`src/rtl/port_ctl_pkg.sv`:
```
package port_ctl_pkg;
  localparam int unsigned DW = 16;

  localparam int unsigned B_INS  = 7;
  localparam int unsigned B_SEL  = 6;
  localparam int unsigned B_PD   = 2;
  localparam int unsigned B_DPR  = 1;
  localparam int unsigned B_RST  = 0;
  localparam int unsigned B_LEN  = 15;
  localparam int unsigned B_HIZ  = 14;

  // bit 0 of word 1 lives in its own flop, excluded here
  localparam logic [DW-1:0] W1_MASK = 16'h00C6;
  localparam logic [DW-1:0] W1_DEF  = 16'h0006;
  localparam logic [DW-1:0] W2_MASK = 16'hF738;
  localparam logic [DW-1:0] W2_DEF  = 16'h0000;
endpackage

```
`src/rtl/ctl_word_reg.sv`:
```
module ctl_word_reg #(
  parameter int unsigned     W       = 16,
  parameter logic [W-1:0]    RST_VAL = '0,
  parameter logic [W-1:0]    WR_MASK = '1
) (
  input  logic         clk_i,
  input  logic         rst_ni,
  input  logic         clr_i,
  input  logic         we_i,
  input  logic [W-1:0] d_i,
  output logic [W-1:0] q_o
);
  logic [W-1:0] q;

  always_ff @(posedge clk_i or negedge rst_ni) begin
    if (!rst_ni)     q <= RST_VAL;
    else if (clr_i)  q <= RST_VAL;
    else if (we_i)   q <= (d_i & WR_MASK) | (q & ~WR_MASK);
  end

  assign q_o = q;
endmodule

```
`src/rtl/edge_pulse.sv`:
```
module edge_pulse (
  input  logic clk_i,
  input  logic rst_ni,
  input  logic clr_i,
  input  logic src_i,
  output logic pulse_o
);
  logic prev_q, pulse_q;

  always_ff @(posedge clk_i or negedge rst_ni) begin
    if (!rst_ni) begin
      prev_q  <= 1'b0;
      pulse_q <= 1'b0;
    end else if (clr_i) begin
      prev_q  <= 1'b0;
      pulse_q <= 1'b0;
    end else begin
      prev_q  <= src_i;
      pulse_q <= src_i & ~prev_q;
    end
  end

  assign pulse_o = pulse_q;
endmodule

```
`src/rtl/line_ctl.sv`:
```
module line_ctl #(
  parameter int unsigned N = 2
) (
  input  logic         en_i,
  input  logic         hiz_req_i,
  input  logic         pd_i,
  input  logic [N-1:0] sig_i,
  output logic [N-1:0] sig_o,
  output logic         hiz_o
);
  for (genvar g = 0; g < N; g++) begin : g_gate
    assign sig_o[g] = sig_i[g] & en_i;
  end
  // tri-state only meaningful while the driver is powered
  assign hiz_o = hiz_req_i & ~pd_i;
endmodule

```
`src/rtl/port_ctl_regs.sv`:
```
module port_ctl_regs
  import port_ctl_pkg::*;
#(
  parameter int unsigned ADDR_W = 8,
  parameter logic [ADDR_W-1:0] W1_ADR = 8'h41,
  parameter logic [ADDR_W-1:0] W2_ADR = 8'h42
) (
  input  logic              clk_i,
  input  logic              rst_ni,
  input  logic              glb_rst_i,
  input  logic              glb_err_i,
  input  logic [ADDR_W-1:0] addr_i,
  input  logic              we_i,
  input  logic [DW-1:0]     wdata_i,
  output logic [DW-1:0]     rdata_o,
  output logic              err_ins_o,
  output logic              port_rst_o,
  output logic              dp_rst_o,
  output logic              pwr_dn_o,
  output logic              clk_en_o,
  input  logic              tx_clk_i,
  input  logic              tx_dat_i,
  output logic              tx_clk_o,
  output logic              tx_dat_o,
  output logic              tx_hiz_o
);
  logic          we1, we2, sw_rst, sync_rst;
  logic [DW-1:0] w1_q, w2_q;
  logic [0:0]    rst_q;
  logic          ins_src;
  logic [1:0]    tx_in, tx_out;

  assign we1 = we_i && (addr_i == W1_ADR);
  assign we2 = we_i && (addr_i == W2_ADR);

  // self-excluding reset bit: only the hardware pin clears it
  ctl_word_reg #(.W(1), .RST_VAL(1'b0), .WR_MASK(1'b1)) u_rst (
    .clk_i, .rst_ni, .clr_i(1'b0), .we_i(we1),
    .d_i(wdata_i[B_RST]), .q_o(rst_q)
  );

  assign sw_rst   = rst_q[0];
  assign sync_rst = sw_rst | glb_rst_i;

  ctl_word_reg #(.W(DW), .RST_VAL(W1_DEF), .WR_MASK(W1_MASK)) u_w1 (
    .clk_i, .rst_ni, .clr_i(sync_rst), .we_i(we1), .d_i(wdata_i), .q_o(w1_q)
  );

  ctl_word_reg #(.W(DW), .RST_VAL(W2_DEF), .WR_MASK(W2_MASK)) u_w2 (
    .clk_i, .rst_ni, .clr_i(sync_rst), .we_i(we2), .d_i(wdata_i), .q_o(w2_q)
  );

  assign ins_src = w1_q[B_SEL] ? glb_err_i : w1_q[B_INS];

  edge_pulse u_edge (
    .clk_i, .rst_ni, .clr_i(sync_rst), .src_i(ins_src), .pulse_o(err_ins_o)
  );

  assign tx_in = {tx_dat_i, tx_clk_i};

  line_ctl #(.N(2)) u_line (
    .en_i(w2_q[B_LEN]), .hiz_req_i(w2_q[B_HIZ]), .pd_i(w1_q[B_PD]),
    .sig_i(tx_in), .sig_o(tx_out), .hiz_o(tx_hiz_o)
  );

  assign tx_clk_o = tx_out[0];
  assign tx_dat_o = tx_out[1];

  assign port_rst_o = sync_rst | ~rst_ni;
  assign dp_rst_o   = w1_q[B_DPR] | port_rst_o;
  assign pwr_dn_o   = w1_q[B_PD];
  assign clk_en_o   = ~w1_q[B_PD];

  always_comb begin
    rdata_o = '0;
    if (addr_i == W1_ADR)      rdata_o = {w1_q[DW-1:1], sw_rst};
    else if (addr_i == W2_ADR) rdata_o = w2_q;
  end
endmodule

```
`config.mk`:
```
export PLATFORM = sky130hd
export DESIGN_NAME = port_ctl_regs
export DESIGN_NICKNAME = d
export VERILOG_FILES = /design/src/rtl/port_ctl_pkg.sv /design/src/rtl/ctl_word_reg.sv /design/src/rtl/edge_pulse.sv /design/src/rtl/line_ctl.sv /design/src/rtl/port_ctl_regs.sv
export SDC_FILE = /design/constraint.sdc
export NUM_CORES = 1
export LEC_CHECK = 0
export CAP_MARGIN = 0
export CELL_PAD_IN_SITES_DETAIL_PLACEMENT = 1
export CELL_PAD_IN_SITES_GLOBAL_PLACEMENT = 1
export CORE_UTILIZATION = 24
export DETAILED_ROUTE_END_ITERATION = 12
export HOLD_SLACK_MARGIN = 0.06
export PLACE_DENSITY = 0.77
export SLEW_MARGIN = 20
export SYNTH_ARGS = -nofsm -noshare
export SYNTH_HDL_FRONTEND = slang
export SYNTH_SLANG_ARGS = --single-unit
```
`constraint.sdc`:
```
create_clock -name clk_i -period 1.2 [get_ports clk_i]
set_input_delay 0.18 -clock clk_i [delete_from_list [all_inputs] [get_ports clk_i]]
set_output_delay 0.18 -clock clk_i [all_outputs]
set_load 0.03 [all_outputs]
```
# Yosys cells after proc, flatten, opt, wreduce, memory -nomap -nowiden
# Index checks and enable logic that the tools add are counted.
dict set report totals {
  out_inout_bits 24
  wordCells 32
  inputBits 31
  ff_bits 35
}
dict set report op_classes {
  n_reduce_logical 4
  bitwise 12
  n_mux 9
  eq_ne 2
}
# op n
set ops {}
lappend ops {{$mux W16} 6}
lappend ops {{$eq A8 B7 Y1 const B} 2}
lappend ops {{$or A16 B12 Y16} 1}
lappend ops {{$or A8 B16 Y16} 1}
lappend ops {{$and A1 B1 Y1} 4}
lappend ops {{$reduce_bool A2 Y1} 2}
lappend ops {{$mux W1} 3}
lappend ops {{$not A1 Y1} 3}
lappend ops {{$or A1 B1 Y1} 3}
lappend ops {{$logic_and A1 B1 Y1} 2}

# Logic depth before layout (Yosys ltp)
# Gate-level depths: netlist (run 1).
dict set report logic_depth {
  depth_word 4
  mapped_depth 4
  ltp_nobuf 3
}

# By module
# From an unflattened synthesis (run 1), not the netlist that was laid out.
dict set report hier_totals {
  cells_unflattened 145
  hier_area_um2 1385.1
}
# module area_each_um2 cells_each n_inst
set by_module_without_submodules {}
lappend by_module_without_submodules {port_ctl_regs 545.5 71 1}
lappend by_module_without_submodules {{ctl_word_reg at u_w2} 451.7 39 1}
lappend by_module_without_submodules {{ctl_word_reg at u_w1} 254.0 25 1}
lappend by_module_without_submodules {edge_pulse 68.8 4 1}
lappend by_module_without_submodules {{ctl_word_reg at u_rst} 38.8 3 1}
lappend by_module_without_submodules {line_ctl 26.3 3 1}

# Worst setup path before layout (run 1)
# Ideal clock, no wire load.
dict set report synth_timing {
  kind {input port to output port}
  start {in addr_i[5]}
  end {out rdata_o[2]}
  arrival_ns 1.627
  setup_slack_ns -0.607
  n_path_buf 1
  path_stages 3
  path_cell_list {or4b_4 buf_2 nor3_1}
}
dict set report synth_via {
  elab_chain_len 3
  elab_cells_between_ends 4
  cone_classes {2 x eq/ne; 2 x mux}
}
# item line
set synth_lines {}
lappend synth_lines {{start, declared} port_ctl_regs.sv:12} ;# input logic [ADDR_W-1:0] addr_i,
lappend synth_lines {{$eq A8 B7 Y1} port_ctl_regs.sv:77} ;# else if (addr_i == W2_ADR) rdata_o = w2_q;
lappend synth_lines {{$mux W16} port_ctl_regs.sv:77}
lappend synth_lines {{$mux W16 (*)} port_ctl_regs.sv:76} ;# if (addr_i == W1_ADR) rdata_o = {w1_q[DW-1:1], sw_rst};
lappend synth_lines {{end, declared} port_ctl_regs.sv:15} ;# output logic [DW-1:0] rdata_o,
# Every way passes the cells marked *; elsewhere a longest branch is shown, timed or not.

# Worst setup path after layout (run 1)
dict set report layout_timing {
  start {in addr_i[4]}
  end {out rdata_o[14]}
}
# The elaborated chain is that of the path after synthesis.

==> results of run 1 <==
-- final timing paths --
path,from,to,slack (ns)
max in group asynchronous,rst_ni,u_w1.q_o[2],0.54
min in group clk_i,u_edge.prev_q,u_edge.pulse_o,0.43
worst min register to register,u_edge.prev_q,u_edge.pulse_o,0.43
worst max-delay path,addr_i[4],rdata_o[14],-0.31
worst max register to register,u_rst.q_o,u_w2.q_o[13],0.03
worst min-delay path,rst_ni,u_rst.q_o,0.38
-- final cells by class --
cell class	instances	area, um2	share of cell area (%)
flip-flops and latches	17	428	18.9
clock buffers	4	45.0	1.99
repair buffers	92	967	42.8
inverters	2	7.51	0.332
well taps	48	60.1	2.65
multi-input cells	76	754	33.4
-- metal layers --
metal	global-route usage (%)	up-vias	share of wire (%)
met5	0	-	0
met4	11.4	0	0.99
met3	5.17	6	6.4
met2	45.8	64	54
met1	26.1	651	39
li1	-	571	-
-- critical path, cell delays in order --
cell and delay, ns:
buf_6 0.10, buf_6 0.11, nor4b_4 0.32, buf_6 0.18, buf_12 0.13, and3_4 0.18
buf_6 0.13
-- what timing repair did --
item | in CTS | in global routing
cloned | 3 | 1
setup buffers | 11 | 4
resized for setup | 101 | 32
setup endpoints to repair | 36 | 37
pin swaps | 19 | 12
-- where the power goes --
part / internal (W) / switching, W
sequential: 0.000575 / 0.00000261
clock: 0.000236 / 0.000205
combinational: 0.000184 / 0.000157
total: 0.000995 / 0.000365
-- cells in the mapped netlist --
| cell type | n | share of area [%] |
|---|---|---|
| conb_1 | 1 | 0.38 |
| nor4b_2 | 1 | 1.5 |
| a31oi_1 | 1 | 0.64 |
| nor2_1 | 2 | 0.77 |
| mux2_1 | 1 | 1.1 |
| buf_4 | 1 | 0.77 |
| inv_1 | 2 | 0.77 |
| nor3_4 | 1 | 1.7 |
| or4b_1 | 2 | 2.0 |
| nor4_1 | 1 | 0.64 |
| clkbuf_1 | 7 | 2.7 |
| and2_1 | 2 | 1.3 |
| a21oi_1 | 10 | 5.1 |
| dfstp_2 | 2 | 5.4 |
| and3_1 | 14 | 8.9 |
| or2_2 | 2 | 1.3 |
| nand4_1 | 11 | 7.0 |
| nor4b_1 | 2 | 1.8 |
| o31ai_1 | 10 | 7.7 |
| nor2b_1 | 1 | 0.64 |
| or4b_4 | 1 | 1.4 |
| o211ai_1 | 1 | 0.77 |
| nor3_1 | 2 | 1.0 |
| mux2i_1 | 3 | 3.1 |
| o21ai_0 | 1 | 0.51 |
| nand2_1 | 5 | 1.9 |
| buf_2 | 2 | 1.0 |
| dfrtp_1 | 15 | 38 |
-- sequential cells by signal (all words and copies together) (netlist names) --
register,flops
u_w2.q_o,10
u_edge.pulse_o,1
u_rst.q_o,1
u_edge.prev_q,1
u_w1.q_o,4
-- logic make-up after synthesis --
kind of cell,Yosys count,share of synthesized area (%)
AND/OR/NAND/NOR,47,31.9
other,1,0.382
buffers and inverters,12,5.23
multiplexers,4,4.21
AO/OA/AOI/OAI,23,14.7
flip-flops,17,43.6
-- per-stage QoR --
stage,cells,total power (W)
4_1_cts,237,0.00133
5_1_grt,239,0.00142
6_report,239,0.00136
2_1_floorplan,104,0.000663
3_5_place_dp,219,0.000849
3_3_place_gp,219,0.000837
==> summary.txt, run 1 <==
Power
  • P per Cell Area: 601 nW/um2
  • Maximum vdd drop: between 0.4 and 0.5 mV
  • Leak: 0.947 nW

Final layout
  • Finished layout cell area: 2260 um2
  • Most frequent cells in the layout: buf_6, clkdlybuf4s50_1, buf_4, dfrtp_1, and3_4
  • Area grow syn2layout: 131%
  • Antenna Diode Count: 0
  • Nets: 223
  • Fillers: approximately 390
  • Most common cell after layout, fill and taps aside: buf_6
  • Layout cells sized above 1: between 60% and 70%
  • Final Util: 59.6%

Synthesis
  • Synth cell types: 28
  • Synthesized Nets: 135
  • Seq cells post-synth: 17
  • Sequential-to-total area share from yosys stat: 43.6%
  • Mapped Area: 981 um2
  • Mean Syn Cell Area: 9.43 um2
  • Mapped Cells: between 100 and 150
  • Synthesis Warnings: 0

Drt
  • Routed Antenna Nets: 0
  • Drt total wl: around 5200 um
  • Via Count: 1292
  • DR WL/cell: 21.7 um
  • DR pass1 iterations: 4
  • DR vias/cell: 5.41
  • Initial DRC count: 131
  • DRC violations left: 0

Global routing
  • Grt ovf: 0
  • Vias in the first global route: 1467
  • Pin count of the biggest net entering global routing: 18
  • GRT Resource Usage Total: 24.6%
  • First-pass GRT wire length: 7560 um
  • Initial antenna violation count: 0

STA
  • Final Hold Viols: 0
  • Max-slew violation count: 0
  • Worst hold slack: roughly 0.38 ns
  • RSZ-0062 raised after global routing: yes
  • Max Freq: 663 MHz
  • Total Neg Setup Slack: -5.77 ns
  • Tmin final: roughly 1.5 ns
  • Tcrit/Tclk final: 126%
  • Final setup violation count: 34
  • Setup WS post-layout: -0.309 ns
  • Clock Skews: 0.00908 ns

Clock tree
  • H-tree Lvls: 1
  • TritonCTS Buffers: 3
  • CTS tree: built
  • Clock-pin slew on the worst setup and hold paths: 0.07 ns
  • Cts hold-fix bufs: 0
  • Root Driver: clkbuf_8
  • Clock sink count: 17
  • Worst-skew pair later-pin latency: between 0.2 and 0.3 ns
  • Clock Path Buffers: 2

Min path
  • Tightest Hold Check Type: in2async

Worst setup path
  • CP Capture Type: output pin
  • Req. time, crit path: 1.02 ns
  • Crit-path max FO: 6
  • Critical path class: in2out
  • Critical path arrival: around 1.3 ns
  • R2R cell count: 3
  • Critical Path Source Type: input port

Floorplan
  • Site Rows: 22
  • Die area: between 4000 and 5000 um2
  • Core area: 3800 um2
  • Top Ports: 55
  • Starting density of the core: 25.8%
  • Die Y: 65.9 um
  • Die X: ~66 um

Placement
  • Number of port buffers: 52
  • Final RePlAce weighted congestion: 0.758
  • Pre-CTS setup slack: -0.730 ns
  • DP Area: ~1800 um2
  • Hpwl dp: 2930 um

Run status
  • Failing checks: negative setup slack
  • Outcome: complete, but fails checks

Run
  • Max Cap Viol: 0
Power figures use the tool's default switching activity.
==> run 2, diff against run 1 <==
==> constraint.sdc (replaced) <==
create_clock -name clk_i -period 1.2 [get_ports clk_i]
set_input_delay 0.18 -clock clk_i [delete_from_list [all_inputs] [get_ports clk_i]]
set_output_delay 0.18 -clock clk_i [all_outputs]
set_load 0.005 [all_outputs]
==> run 2 against run 1 <==
Sequential power about the same. The run still ends with negative setup slack left. Clock skew decreased by 0.0033 ns. First-iteration DRC count decreased by 37%. Non-clock buffer count rose by 11. Setup slack worse by 0.053 ns. Critical path depth up 4. Worst hold slack improved by 0.0012 ns. Critical endpoint is now u_w2.q_o[5]. Sequential cell count stayed put.
==> summary.txt, run 2 (synthesis gave the netlist of run 1 again) <==
Global routing
  • Initial antenna violation count: 0
  • GRT Resource Usage Total: between 20% and 30%
  • Grt ovf: 0
  • Vias in the first global route: 1455
  • Pin count of the biggest net entering global routing: 18
  • First-pass GRT wire length: 7560 um

Final layout
  • Nets: 234
  • Layout cells sized above 1: 62.9%
  • Area grow syn2layout: 126%
  • Fin cells: 250
  • Most frequent cells in the layout: buf_6, buf_4, clkdlybuf4s50_1, dfrtp_1
  • Final Util: about three fifths
  • Most common cell after layout, fill and taps aside: buf_6
  • Max reg flops: 10
  • Finished layout cell area: 2220 um2
  • Antenna Diode Count: 0

Run
  • Max Cap Viol: 0

Drt
  • DR vias/cell: 5.40
  • Initial DRC count: a little over 80
  • Routed Antenna Nets: 0
  • Drt total wl: 5710 um
  • DRC violations left: 0
  • DR pass1 iterations: 4
  • DR WL/cell: 22.8 um
  • Via Count: 1349

Worst setup path
  • FF-to-FF setup slack: 0 ns
  • WP buf/inv: 8
  • CP Capture Type: register
  • R2R Path End: u_w2.q_o[3]
  • Largest stage delay, worst path: between 0.2 and 0.3 ns
  • Critical path class: in2reg
  • Crit path max-delay family: buffers and inverters
  • Critical Path Source Type: input port
  • CP Cell Sequence: buf_6 -> buf_6 -> nor4b_4 -> buf_4 -> buf_6 -> buf_6 -> buf_4 -> buf_4 -> buf_6 -> nand4_1 -> a21oi_1
  • Crit Reg-Reg Startpoint: u_rst.q_o
  • R2R cell count: 3
  • Crit-path max FO: 5
  • CP max stage cell: nor4b_4
  • Critical path arrival: 1.73 ns
  • CP dominant cell by count: buf_6
  • Req. time, crit path: 1.37 ns

Floorplan
  • Top Ports: 55
  • Site Rows: 22
  • Die X: 65.9 um
  • Starting density of the core: 25.8%
  • Core area: 3800 um2
  • Die Y: 65.9 um
  • Die area: around 4300 um2

Placement
  • Inst Count DP: 218
  • DP Area: 1720 um2
  • Number of port buffers: 52
  • Hpwl dp: around 2900 um
  • Final RePlAce weighted congestion: 0.779

STA
  • Tcrit/Tclk final: 130%
  • RSZ-0062 raised after global routing: yes
  • Max Freq: 641 MHz
  • Clock Skews: between 0.005 and 0.006 ns
  • Total Neg Setup Slack: -6.32 ns
  • Final Hold Viols: 0
  • Setup WS post-layout: -0.361 ns
  • Tmin final: 1.56 ns
  • Worst hold slack: 0.385 ns
  • Final setup violation count: 36
  • Max-slew violation count: 0

Run status
  • Outcome: complete, but fails checks
  • Failing checks: negative setup slack

Clock tree
  • H-tree Lvls: 1
  • Clock Path Buffers: 2
  • Root Driver: clkbuf_8
  • Clock sink count: 17
  • Clock-pin slew on the worst setup and hold paths: around 0.08 ns
  • TritonCTS Buffers: 3
  • Worst-skew pair later-pin latency: 0.27 ns
  • CTS tree: built

Power
  • Leak: 1.01 nW
  • Maximum vdd drop: ~0.34 mV
  • P per Cell Area: about 610 nW/um2

Min path
  • Tightest Hold Check Type: in2async
-- run 2: per-layer routing --
metal	wire [um]	GRT usage, %
met1	2140	26.5
met2	3080	45.5
met3	308	3.10
met4	179	9.57
met5	0	0
-- run 2: worst max-delay path by stage --
| stage | startpoint | to | depth (start not counted) | slack, ns |
|---|---|---|---|---|
| 6_report | addr_i[7] | u_w2.q_o[5] | 11 | -0.36 |
| 5_1_grt | addr_i[7] | u_w2.q_o[5] | 11 | -0.38 |
| 4_1_cts | addr_i[7] | rdata_o[3] | 9 | -0.30 |
| 3_5_place_dp | addr_i[7] | rdata_o[12] | 6 | -0.88 |
| 3_3_place_gp | addr_i[4] | rdata_o[2] | 4 | -0.85 |
| 2_1_floorplan | addr_i[1] | u_rst.q_o | 3 | -0.23 |
-- run 2: what timing repair did --
item / in CTS / in global routing
gates cloned: 2 / 1
buffers inserted: 20 / 7
hold buffers: 0 / 0
resized for setup: 172 / 33
pin swaps: 20 / 11
setup endpoints to repair: 39 / 37
-- run 2: where the power goes --
| part | total, W | internal, W | switching, W | leakage, nW |
|---|---|---|---|---|
| logic | 0.000321 | 0.000174 | 0.000148 | 0.753 |
| registers | 0.000577 | 0.000575 | 0.00000195 | 0.230 |
| clock network | 0.000463 | 0.000232 | 0.000231 | 0.0255 |
-- run 2: final cells by class --
class	count	area, um2
multi-input cells	76	714
clock inverters	1	5.00
well taps	48	60.1
clock buffers	3	41.3
inverters	2	7.51
repair buffers	103	962
fillers	412	1580
flip-flops and latches	17	428
-- run 2: through the flow --
stage,power (W),setup slack (ns)
after floorplan,0.000646,-0.228
after global placement,0.000809,-0.851
after detailed placement,0.000817,-0.881
after CTS,0.00131,-0.296
after global routing,0.00140,-0.385
final,0.00136,-0.361
-- run 2: worst register-to-register path: stages, from the launching register on --
cell	delay [ns]
dfrtp_1	0.40
buf_4	0.16
or2_2	0.40
a21oi_1	0.15
